$ cat src/rtl/icu_reg_pkg.sv
package icu_reg_pkg;

  localparam int ADDR_W = 11;
  localparam int DATA_W = 16;
  localparam int PRIO_W = 4;

  localparam logic [ADDR_W-1:0] A_SWI     = 11'h2E0;
  localparam logic [ADDR_W-1:0] A_FAST    = 11'h2F0;
  localparam logic [ADDR_W-1:0] A_NMI_ST  = 11'h580;
  localparam logic [ADDR_W-1:0] A_NMI_EN  = 11'h581;
  localparam logic [ADDR_W-1:0] A_NMI_CLR = 11'h582;
  localparam logic [ADDR_W-1:0] A_NMI_CTL = 11'h583;

  localparam logic [DATA_W-1:0] BAD_READ = '1;

  typedef enum logic [3:0] {
    RG_NONE, RG_FLAG, RG_XFER, RG_EN, RG_SWI, RG_FAST, RG_PRIO,
    RG_DMA, RG_PIN, RG_NMI_ST, RG_NMI_EN, RG_NMI_CLR, RG_NMI_CTL
  } region_e;

  typedef struct packed {
    region_e    rg;
    logic [7:0] idx;
    logic       legal;
  } dec_t;

  // Map an address and width onto a register region and element index.
  function automatic dec_t decode_addr(input logic [ADDR_W-1:0] a,
                                       input logic half,
                                       input int nsrc, input int nen,
                                       input int nprio, input int npin,
                                       input int ndma);
    dec_t d;
    logic [7:0] lo;
    lo      = a[7:0];
    d.rg    = RG_NONE;
    d.idx   = lo;
    d.legal = 1'b0;
    case (a[10:8])
      3'd0: if (int'(lo) < nsrc) d.rg = RG_FLAG;
      3'd1: if (int'(lo) < nsrc) d.rg = RG_XFER;
      3'd2: begin
        if (int'(lo) < nen)  d.rg = RG_EN;
        else if (a == A_SWI)  d.rg = RG_SWI;
        else if (a == A_FAST) d.rg = RG_FAST;
      end
      3'd3: if (int'(lo) < nprio) d.rg = RG_PRIO;
      3'd4: if (lo[1:0] == 2'b00 && int'(lo[7:2]) < ndma) begin
        d.rg  = RG_DMA;
        d.idx = {2'b00, lo[7:2]};
      end
      3'd5: begin
        if (int'(lo) < npin)      d.rg = RG_PIN;
        else if (a == A_NMI_ST)  d.rg = RG_NMI_ST;
        else if (a == A_NMI_EN)  d.rg = RG_NMI_EN;
        else if (a == A_NMI_CLR) d.rg = RG_NMI_CLR;
        else if (a == A_NMI_CTL) d.rg = RG_NMI_CTL;
      end
      default: d.rg = RG_NONE;
    endcase
    d.legal = (d.rg != RG_NONE) && ((d.rg == RG_FAST) == half);
    return d;
  endfunction

  // Trigger mode field taken from a pin control write.
  function automatic logic [1:0] pin_mode_of(input logic [7:0] v);
    return v[3:2];
  endfunction

  // Pin control read image.
  function automatic logic [7:0] pin_image(input logic [1:0] m);
    return {4'b0000, m, 2'b00};
  endfunction

  // Fast interrupt read image: enable in bit 15, vector in [7:0].
  function automatic logic [DATA_W-1:0] fast_image(input logic en,
                                                   input logic [7:0] vec);
    return {en, 7'b0000000, vec};
  endfunction

endpackage

$ cat src/rtl/icu_addr_decode.sv
module icu_addr_decode
  import icu_reg_pkg::*;
#(
  parameter int NUM_SRC  = 256,
  parameter int NUM_PRIO = 144,
  parameter int NUM_PIN  = 32,
  parameter int NUM_DMA  = 4
) (
  input  logic [ADDR_W-1:0] addr_i,
  input  logic              half_i,
  output region_e           rg_o,
  output logic [7:0]        idx_o,
  output logic              legal_o
);
  localparam int EN_BYTES = NUM_SRC / 8;

  dec_t dec;

  always_comb begin
    dec     = decode_addr(addr_i, half_i, NUM_SRC, EN_BYTES, NUM_PRIO,
                          NUM_PIN, NUM_DMA);
    rg_o    = dec.rg;
    idx_o   = dec.idx;
    legal_o = dec.legal;
  end
endmodule

$ cat src/rtl/icu_src_cfg.sv
module icu_src_cfg
  import icu_reg_pkg::*;
#(
  parameter int NUM_SRC  = 256,
  parameter int NUM_PRIO = 144,
  parameter int NUM_PIN  = 32,
  parameter int NUM_DMA  = 4,
  parameter logic [1:0] PIN_RST = 2'b10
) (
  input  logic                       clk_i,
  input  logic                       rst_i,
  input  logic                       wr_i,
  input  region_e                    rg_i,
  input  logic [7:0]                 idx_i,
  input  logic [DATA_W-1:0]          wdata_i,
  input  logic [NUM_SRC-1:0]         flag_i,
  output logic [DATA_W-1:0]          rd_o,
  output logic [NUM_SRC-1:0]         flag_clr_o,
  output logic [NUM_SRC-1:0]         xfer_en_o,
  output logic [NUM_SRC-1:0]         src_en_o,
  output logic [NUM_PRIO*PRIO_W-1:0] prio_o,
  output logic [7:0]                 fast_vec_o,
  output logic                       fast_en_o,
  output logic [NUM_DMA*8-1:0]       dma_src_o,
  output logic [NUM_PIN*2-1:0]       pin_mode_o
);
  localparam int EN_BYTES = NUM_SRC / 8;
  localparam int SRC_AW   = (NUM_SRC  > 1) ? $clog2(NUM_SRC)  : 1;
  localparam int EN_AW    = (EN_BYTES > 1) ? $clog2(EN_BYTES) : 1;
  localparam int PRIO_AW  = (NUM_PRIO > 1) ? $clog2(NUM_PRIO) : 1;
  localparam int PIN_AW   = (NUM_PIN  > 1) ? $clog2(NUM_PIN)  : 1;
  localparam int DMA_AW   = (NUM_DMA  > 1) ? $clog2(NUM_DMA)  : 1;

  logic [NUM_SRC-1:0] xfer_q;
  logic [NUM_SRC-1:0] clr_q;
  logic [7:0]         en_q   [EN_BYTES];
  logic [PRIO_W-1:0]  prio_q [NUM_PRIO];
  logic [7:0]         dma_q  [NUM_DMA];
  logic [1:0]         pin_q  [NUM_PIN];
  logic [7:0]         fvec_q;
  logic               fen_q;
  logic               unused_wbits;

  wire [SRC_AW-1:0]  src_ix  = idx_i[SRC_AW-1:0];
  wire [EN_AW-1:0]   en_ix   = idx_i[EN_AW-1:0];
  wire [PRIO_AW-1:0] prio_ix = idx_i[PRIO_AW-1:0];
  wire [PIN_AW-1:0]  pin_ix  = idx_i[PIN_AW-1:0];
  wire [DMA_AW-1:0]  dma_ix  = idx_i[DMA_AW-1:0];

  // Named write events for the checks below.
  wire flag_zero_wr = wr_i && (rg_i == RG_FLAG) && (wdata_i[7:0] == 8'h00);

  assign unused_wbits = ^wdata_i[14:8];

  always_ff @(posedge clk_i) begin
    if (rst_i) begin
      xfer_q <= '0;
      clr_q  <= '0;
      fvec_q <= '0;
      fen_q  <= 1'b0;
      for (int i = 0; i < EN_BYTES; i++) en_q[i]   <= '0;
      for (int i = 0; i < NUM_PRIO; i++) prio_q[i] <= '0;
      for (int i = 0; i < NUM_DMA;  i++) dma_q[i]  <= '0;
      for (int i = 0; i < NUM_PIN;  i++) pin_q[i]  <= PIN_RST;
    end else begin
      clr_q <= '0;
      if (flag_zero_wr) clr_q[src_ix] <= 1'b1;
      if (wr_i) begin
        case (rg_i)
          RG_XFER: xfer_q[src_ix]  <= wdata_i[0];
          RG_EN:   en_q[en_ix]     <= wdata_i[7:0];
          RG_PRIO: prio_q[prio_ix] <= wdata_i[PRIO_W-1:0];
          RG_DMA:  dma_q[dma_ix]   <= wdata_i[7:0];
          RG_PIN:  pin_q[pin_ix]   <= pin_mode_of(wdata_i[7:0]);
          RG_FAST: begin
            fvec_q <= wdata_i[7:0];
            fen_q  <= wdata_i[15];
          end
          default: ;
        endcase
      end
    end
  end

  // Flatten the arrays onto the configuration ports.
  genvar g;
  generate
    for (g = 0; g < EN_BYTES; g++) begin : g_en
      assign src_en_o[g*8 +: 8] = en_q[g];
    end
    for (g = 0; g < NUM_PRIO; g++) begin : g_prio
      assign prio_o[g*PRIO_W +: PRIO_W] = prio_q[g];
    end
    for (g = 0; g < NUM_DMA; g++) begin : g_dma
      assign dma_src_o[g*8 +: 8] = dma_q[g];
    end
    for (g = 0; g < NUM_PIN; g++) begin : g_pin
      assign pin_mode_o[g*2 +: 2] = pin_q[g];
    end
  endgenerate

  assign flag_clr_o = clr_q;
  assign xfer_en_o  = xfer_q;
  assign fast_vec_o = fvec_q;
  assign fast_en_o  = fen_q;

  always_comb begin
    rd_o = '0;
    case (rg_i)
      RG_FLAG: rd_o[0]        = flag_i[src_ix];
      RG_XFER: rd_o[0]        = xfer_q[src_ix];
      RG_EN:   rd_o[7:0]      = en_q[en_ix];
      RG_PRIO: rd_o[PRIO_W-1:0] = prio_q[prio_ix];
      RG_DMA:  rd_o[7:0]      = dma_q[dma_ix];
      RG_PIN:  rd_o[7:0]      = pin_image(pin_q[pin_ix]);
      RG_FAST: rd_o           = fast_image(fen_q, fvec_q);
      default: rd_o           = '0;
    endcase
  end


  clr_from_zero_wr_chk: assert property (@(posedge clk_i) disable iff (rst_i)
    (|clr_q) |-> $past(flag_zero_wr));


  en_hold_chk: assert property (@(posedge clk_i) disable iff (rst_i)
    (!$past(wr_i) && !$past(rst_i)) |-> $stable(src_en_o));


  prio_hold_chk: assert property (@(posedge clk_i) disable iff (rst_i)
    (!$past(wr_i) && !$past(rst_i)) |-> $stable(prio_o));
endmodule

$ cat src/rtl/icu_nmi_swi.sv
module icu_nmi_swi
  import icu_reg_pkg::*;
(
  input  logic              clk_i,
  input  logic              rst_i,
  input  logic              wr_i,
  input  region_e           rg_i,
  input  logic [3:0]        wbits_i,
  output logic [DATA_W-1:0] rd_o,
  output logic [2:0]        nmi_en_o,
  output logic              nmi_mode_o,
  output logic              sw_pulse_o
);
  logic [2:0] nmi_en_q;
  logic       nmi_mode_q;
  logic       pulse_q;

  wire mode_locked = nmi_en_q[0];

  always_ff @(posedge clk_i) begin
    if (rst_i) begin
      nmi_en_q   <= '0;
      nmi_mode_q <= 1'b0;
      pulse_q    <= 1'b0;
    end else begin
      pulse_q <= wr_i && (rg_i == RG_SWI) && wbits_i[0];
      if (wr_i && rg_i == RG_NMI_EN)
        nmi_en_q <= nmi_en_q | wbits_i[2:0];
      if (wr_i && rg_i == RG_NMI_CTL && !mode_locked)
        nmi_mode_q <= wbits_i[3];
    end
  end

  always_comb begin
    rd_o = '0;
    case (rg_i)
      RG_NMI_EN:  rd_o[2:0] = nmi_en_q;
      RG_NMI_CTL: rd_o[3]   = nmi_mode_q;
      default:    rd_o      = '0;
    endcase
  end

  assign nmi_en_o   = nmi_en_q;
  assign nmi_mode_o = nmi_mode_q;
  assign sw_pulse_o = pulse_q;


  nmi_set_only_chk: assert property (@(posedge clk_i) disable iff (rst_i)
    !$past(rst_i) |-> (($past(nmi_en_q) & ~nmi_en_q) == 3'b000));


  nmi_mode_lock_chk: assert property (@(posedge clk_i) disable iff (rst_i)
    ($past(nmi_en_q[0]) && !$past(rst_i)) |-> $stable(nmi_mode_q));
endmodule

$ cat src/rtl/icu_reg_if.sv
module icu_reg_if
  import icu_reg_pkg::*;
#(
  parameter int NUM_SRC  = 256,
  parameter int NUM_PRIO = 144,
  parameter int NUM_PIN  = 32,
  parameter int NUM_DMA  = 4
) (
  input  logic                       clk_i,
  input  logic                       rst_i,
  input  logic [10:0]                addr_i,
  input  logic                       half_i,
  input  logic                       wr_en_i,
  input  logic                       rd_en_i,
  input  logic [15:0]                wdata_i,
  input  logic [NUM_SRC-1:0]         flag_i,
  output logic [15:0]                rdata_o,
  output logic [NUM_SRC-1:0]         flag_clr_o,
  output logic [NUM_SRC-1:0]         xfer_en_o,
  output logic [NUM_SRC-1:0]         src_en_o,
  output logic [NUM_PRIO*4-1:0]      prio_o,
  output logic [7:0]                 fast_vec_o,
  output logic                       fast_en_o,
  output logic [NUM_DMA*8-1:0]       dma_src_o,
  output logic [NUM_PIN*2-1:0]       pin_mode_o,
  output logic [2:0]                 nmi_en_o,
  output logic                       nmi_mode_o,
  output logic                       sw_pulse_o
);
  region_e           dec_rg;
  logic [7:0]        dec_idx;
  logic              dec_legal;
  logic [DATA_W-1:0] cfg_rd;
  logic [DATA_W-1:0] nmi_rd;
  logic [DATA_W-1:0] rdata_q;

  // Named access events.
  wire wr_hit = wr_en_i && dec_legal;
  wire rd_bad = rd_en_i && !dec_legal;

  icu_addr_decode #(
    .NUM_SRC(NUM_SRC), .NUM_PRIO(NUM_PRIO), .NUM_PIN(NUM_PIN), .NUM_DMA(NUM_DMA)
  ) i_dec (
    .addr_i  (addr_i),
    .half_i  (half_i),
    .rg_o    (dec_rg),
    .idx_o   (dec_idx),
    .legal_o (dec_legal)
  );

  icu_src_cfg #(
    .NUM_SRC(NUM_SRC), .NUM_PRIO(NUM_PRIO), .NUM_PIN(NUM_PIN), .NUM_DMA(NUM_DMA)
  ) i_cfg (
    .clk_i      (clk_i),
    .rst_i      (rst_i),
    .wr_i       (wr_hit),
    .rg_i       (dec_rg),
    .idx_i      (dec_idx),
    .wdata_i    (wdata_i),
    .flag_i     (flag_i),
    .rd_o       (cfg_rd),
    .flag_clr_o (flag_clr_o),
    .xfer_en_o  (xfer_en_o),
    .src_en_o   (src_en_o),
    .prio_o     (prio_o),
    .fast_vec_o (fast_vec_o),
    .fast_en_o  (fast_en_o),
    .dma_src_o  (dma_src_o),
    .pin_mode_o (pin_mode_o)
  );

  icu_nmi_swi i_nmi (
    .clk_i      (clk_i),
    .rst_i      (rst_i),
    .wr_i       (wr_hit),
    .rg_i       (dec_rg),
    .wbits_i    (wdata_i[3:0]),
    .rd_o       (nmi_rd),
    .nmi_en_o   (nmi_en_o),
    .nmi_mode_o (nmi_mode_o),
    .sw_pulse_o (sw_pulse_o)
  );

  always_ff @(posedge clk_i) begin
    if (rst_i)        rdata_q <= '0;
    else if (rd_bad)  rdata_q <= BAD_READ;
    else if (rd_en_i) rdata_q <= cfg_rd | nmi_rd;
  end

  assign rdata_o = rdata_q;


  rdata_hold_chk: assert property (@(posedge clk_i) disable iff (rst_i)
    (!$past(rd_en_i) && !$past(rst_i)) |-> $stable(rdata_o));


  bad_read_ones_chk: assert property (@(posedge clk_i) disable iff (rst_i)
    $past(rd_en_i && !dec_legal && !rst_i) |-> (rdata_o == 16'hFFFF));


  swi_pulse_cause_chk: assert property (@(posedge clk_i) disable iff (rst_i)
    sw_pulse_o |-> $past(wr_en_i && !half_i && addr_i == A_SWI && wdata_i[0]));


  reset_cfg_chk: assert property (@(posedge clk_i)
    $past(rst_i) |-> (nmi_en_o == 3'b000 && !fast_en_o && rdata_o == 16'h0000));
endmodule

$ cat config.mk
export PLATFORM = sky130hd
export DESIGN_NAME = icu_reg_if
export DESIGN_NICKNAME = d
export VERILOG_FILES = /design/src/rtl/icu_reg_pkg.sv /design/src/rtl/icu_addr_decode.sv /design/src/rtl/icu_src_cfg.sv /design/src/rtl/icu_nmi_swi.sv /design/src/rtl/icu_reg_if.sv
export SDC_FILE = /design/constraint.sdc
export NUM_CORES = 2
export LEC_CHECK = 0
export ABC_AREA = 1
export BUFFER_PORTS_ARGS = -buffer_cell sky130_fd_sc_hd__buf_2
export CAP_MARGIN = 20
export CORE_AREA = 2 2 684 686
export DETAILED_ROUTE_END_ITERATION = 8
export DIE_AREA = 0 0 686 688
export PLACE_DENSITY_LB_ADDON = 0.25
export SLEW_MARGIN = 20
export SYNTH_ARGS = -nofsm -noshare
export SYNTH_HDL_FRONTEND = slang
export SYNTH_SLANG_ARGS = --single-unit
$ cat constraint.sdc
create_clock -name clk_i -period 2.7 [get_ports clk_i]
set_input_delay 0.405 -clock clk_i [delete_from_list [all_inputs] [get_ports clk_i]]
set_output_delay 0.405 -clock clk_i [all_outputs]
set_load 0.005 [all_outputs]
==> summary.txt <==
run status - complete, but fails checks
failing checks - negative setup slack
1st-pass router iterations - 6
Post-Syn Instances - 9433
layout cells sized above 1 - 33.0%
post-synthesis simple-gate area fraction - 23.8%
Tot GR Track Use - 24.1%
TNS Setup - -25.68 ns
cell with the most instances after synthesis - nand2_1
post-synth top area share - 48.8%
Final HPWL DP - 470 mm
worst path arrival time - 3.76 ns
Max Buffers Root-to-Sink - 4
Post-synth top cells - nand2_1 (2695), nor2_1 (1733), edfxtp_1 (1376), dfxtp_1 (536), o21ai_0 (521)
EDFF count, synth - 1376
hold slack - 0.0948 ns
worst slack, placed - -2.34 ns
Crit-path slowest cell - o211ai_1
Worst Setup Path Type - input port to flip-flop
worst skew pair latency - 0.96 ns
post-synthesis xor/xnor area fraction - 0.0103%
leading area contributor after synthesis - edfxtp_1
number of global-route vias before repair - 79000
port bufs - 1750
P_leak - 53.8 nW
Routed Antenna Nets - 0
H-tree depth - 4
Synth Area per Inst - 8.97 um^2
WL final - 603 mm
IO Pins - 1758
multi-input logic area - 32800 um^2
first-pass GRT wire length - 761 mm
cell area after synthesis - 84600 um^2
number of buffers created by CTS - 237
CP Data Required Time - 3.56 ns
Rows - 251
sequential share of the synthesized area - 61.5%
max_slew headroom - 8.51%
worst min path class - input port to flip-flop
Detailed Route Iter0 Violations - 8208
Most used DFF post-synth - edfxtp_1
Nets - 12900
crit-path max cell delay - 0.24 ns
largest family of logic cells by synthesized area - simple AND/OR/NAND/NOR gates
final hold violations - 0
Util after Layout - 27.1%
RSZ-0062 raised after global routing - yes
nature of the critical path startpoint - input port
Tot Pwr - 76.1 mW
largest cells by area after synthesis - edfxtp_1 (49%), dfxtp_1 (13%), nand2_1 (12%), nor2_1 (7.7%), o21ai_0 (3.1%)
final slew viol count - 0
endpoint type of the worst setup path - flip-flop
Layout area overhead - 48.8%
Die X - 686 um
adder-cell share of the synthesized area - 0%
Seq cells post-synth - 1912
initial antenna violation count - 47
post-synth cell types - 42
register area - 52000 um^2
core area - 465000 um^2
pin count of the biggest net entering global routing - 117
Sink Count - 1912
post-route cell area - 126000 um^2
maxcap violations - 0
vias per cell - 4.37
async set or reset register ratio after synthesis - 0%
DIE AREA - 472000 um^2
Routed wire per std cell - 31.7 um
placed cell count - 18400
f_max - 0.345 GHz
post-synthesis mux area share - 0%
pwr dens - 604 nW/um^2
die height - 688 um
routability congestion estimate - 0.891
GR Overflow Total - 0
Tcrit/Tclk final - 108%
clock transition at the registers of the reported paths - 0.06 ns
Fillers - 50200
Max VDD drop - 607 uV
Crit Path Max Fanout - 35
Worst Skew - 0.0728 ns
placed cell areas - 113000 um^2
Finished Layout Cells - 19000
via count - 83000
CTS tree - yes
Synth warnings - 0
Slew @ Worst Pin - 1.37 ns
starting density of the core - 18.2%
# DRC - 0
CTS root buffer - clkbuf_16
final setup margin - -0.203 ns
min Tclk post-route - 2.90 ns
Compound-Gate Fraction of Synth Area - 9.07%
Final setup violation count - 519
registers in the layout, indices dropped and copies added (netlist names), 3 cells and up:
| signal | flops |
|---|---|
| i_nmi.nmi_en_o | 3 |
| i_cfg.pin_q | 64 |
| i_cfg.en_q | 256 |
| i_cfg.xfer_en_o | 256 |
| i_cfg.dma_q | 32 |
| i_cfg.flag_clr_o | 256 |
| i_cfg.fast_vec_o | 8 |
| i_cfg.prio_q | 1024 |
| rdata_o | 10 |
final cells by class:
| class | count | area share, % |
|---|---|---|
| Inverter | 415 | 1.36 |
| Clock buffer | 310 | 5.14 |
| Timing Repair Buffer | 3183 | 18.9 |
| Tap cell | 6198 | 6.16 |
| Sequential cell | 1912 | 41.3 |
| Antenna cell | 8 | 0.0159 |
| Clock inverter | 127 | 1.12 |
| Multi-Input combinational cell | 6840 | 26.0 |
where the power goes:
group          switching (mW)  total (mW)  internal (mW)
registers                1.04        33.8           32.8
logic                    6.06        9.00           2.94
clock network            14.2        33.2           19.1
per-layer routing:
| layer | wire (um) | GRT usage (%) |
|---|---|---|
| met1 | 219000 | 26.7 |
| met2 | 311000 | 44.2 |
| met3 | 38000 | 4.35 |
| met4 | 35000 | 11.6 |
| met5 | 62 | 0 |
repair_timing:
item	in CTS	in global routing
pin swaps	22	68
buffers inserted	21	57
endpoints found under the setup margin	2372	2044
gates resized for setup	174	655
hold buffers	7	0
endpoints found under the hold margin	27	0
cloned	9	25
worst max-delay path: cells and delay by family:
| kind | cells | cell delay, ns |
|---|---|---|
| AO/OA/AOI/OAI | 3 | 0.51 |
| buffers and inverters | 8 | 1.26 |
| AND/OR/NAND/NOR | 14 | 1.47 |
path summary, 6_finish.rpt:
path / startpoint / to / slack [ns] / cells after the start
worst max-delay path: addr_i[4] / rdata_o[1] / -0.20 / 25
worst min register to register: i_cfg.fast_vec_o[1] / i_cfg.fast_vec_o[1] / 0.47 / 2
worst max register to register: i_cfg.prio_q[124][0] / rdata_o[0] / 0.16 / 18
worst min-delay path: wdata_i[2] / i_cfg.prio_q[237][2] / 0.09 / 2
logic make-up (layout without fill, tap and decap cells):
family,after synthesis,count (layout)
AND/OR/NAND/NOR,5083,5083
AO/OA/AOI/OAI,1308,1308
flip-flops,1912,1912
XOR/XNOR,1,1
other,1,456
buffers and inverters,1128,4035
cell usage in the layout, fill, tap and decap left out, drive strengths merged:
cell	instances
inv	416
a311oi	146
nor3	370
diode	8
a21oi	321
edfxtp	1376
conb	448
clkbuf	336
nand3	126
a22oi	49
o22ai	124
dfxtp	536
nand3b	16
nor4	2
clkinv	90
bufbuf	5
o221ai	10
bufinv	24
nor2	1752
clkinvlp	12
o22a	6
buf	3145
or2	82
o21ai	549
dlygate4sd3	7
xor2	1
o21bai	3
a31oi	15
o211ai	84
nand2	2701
nand4	34
o31ai	1
No activity file was read; power rests on OpenSTA's default activity.
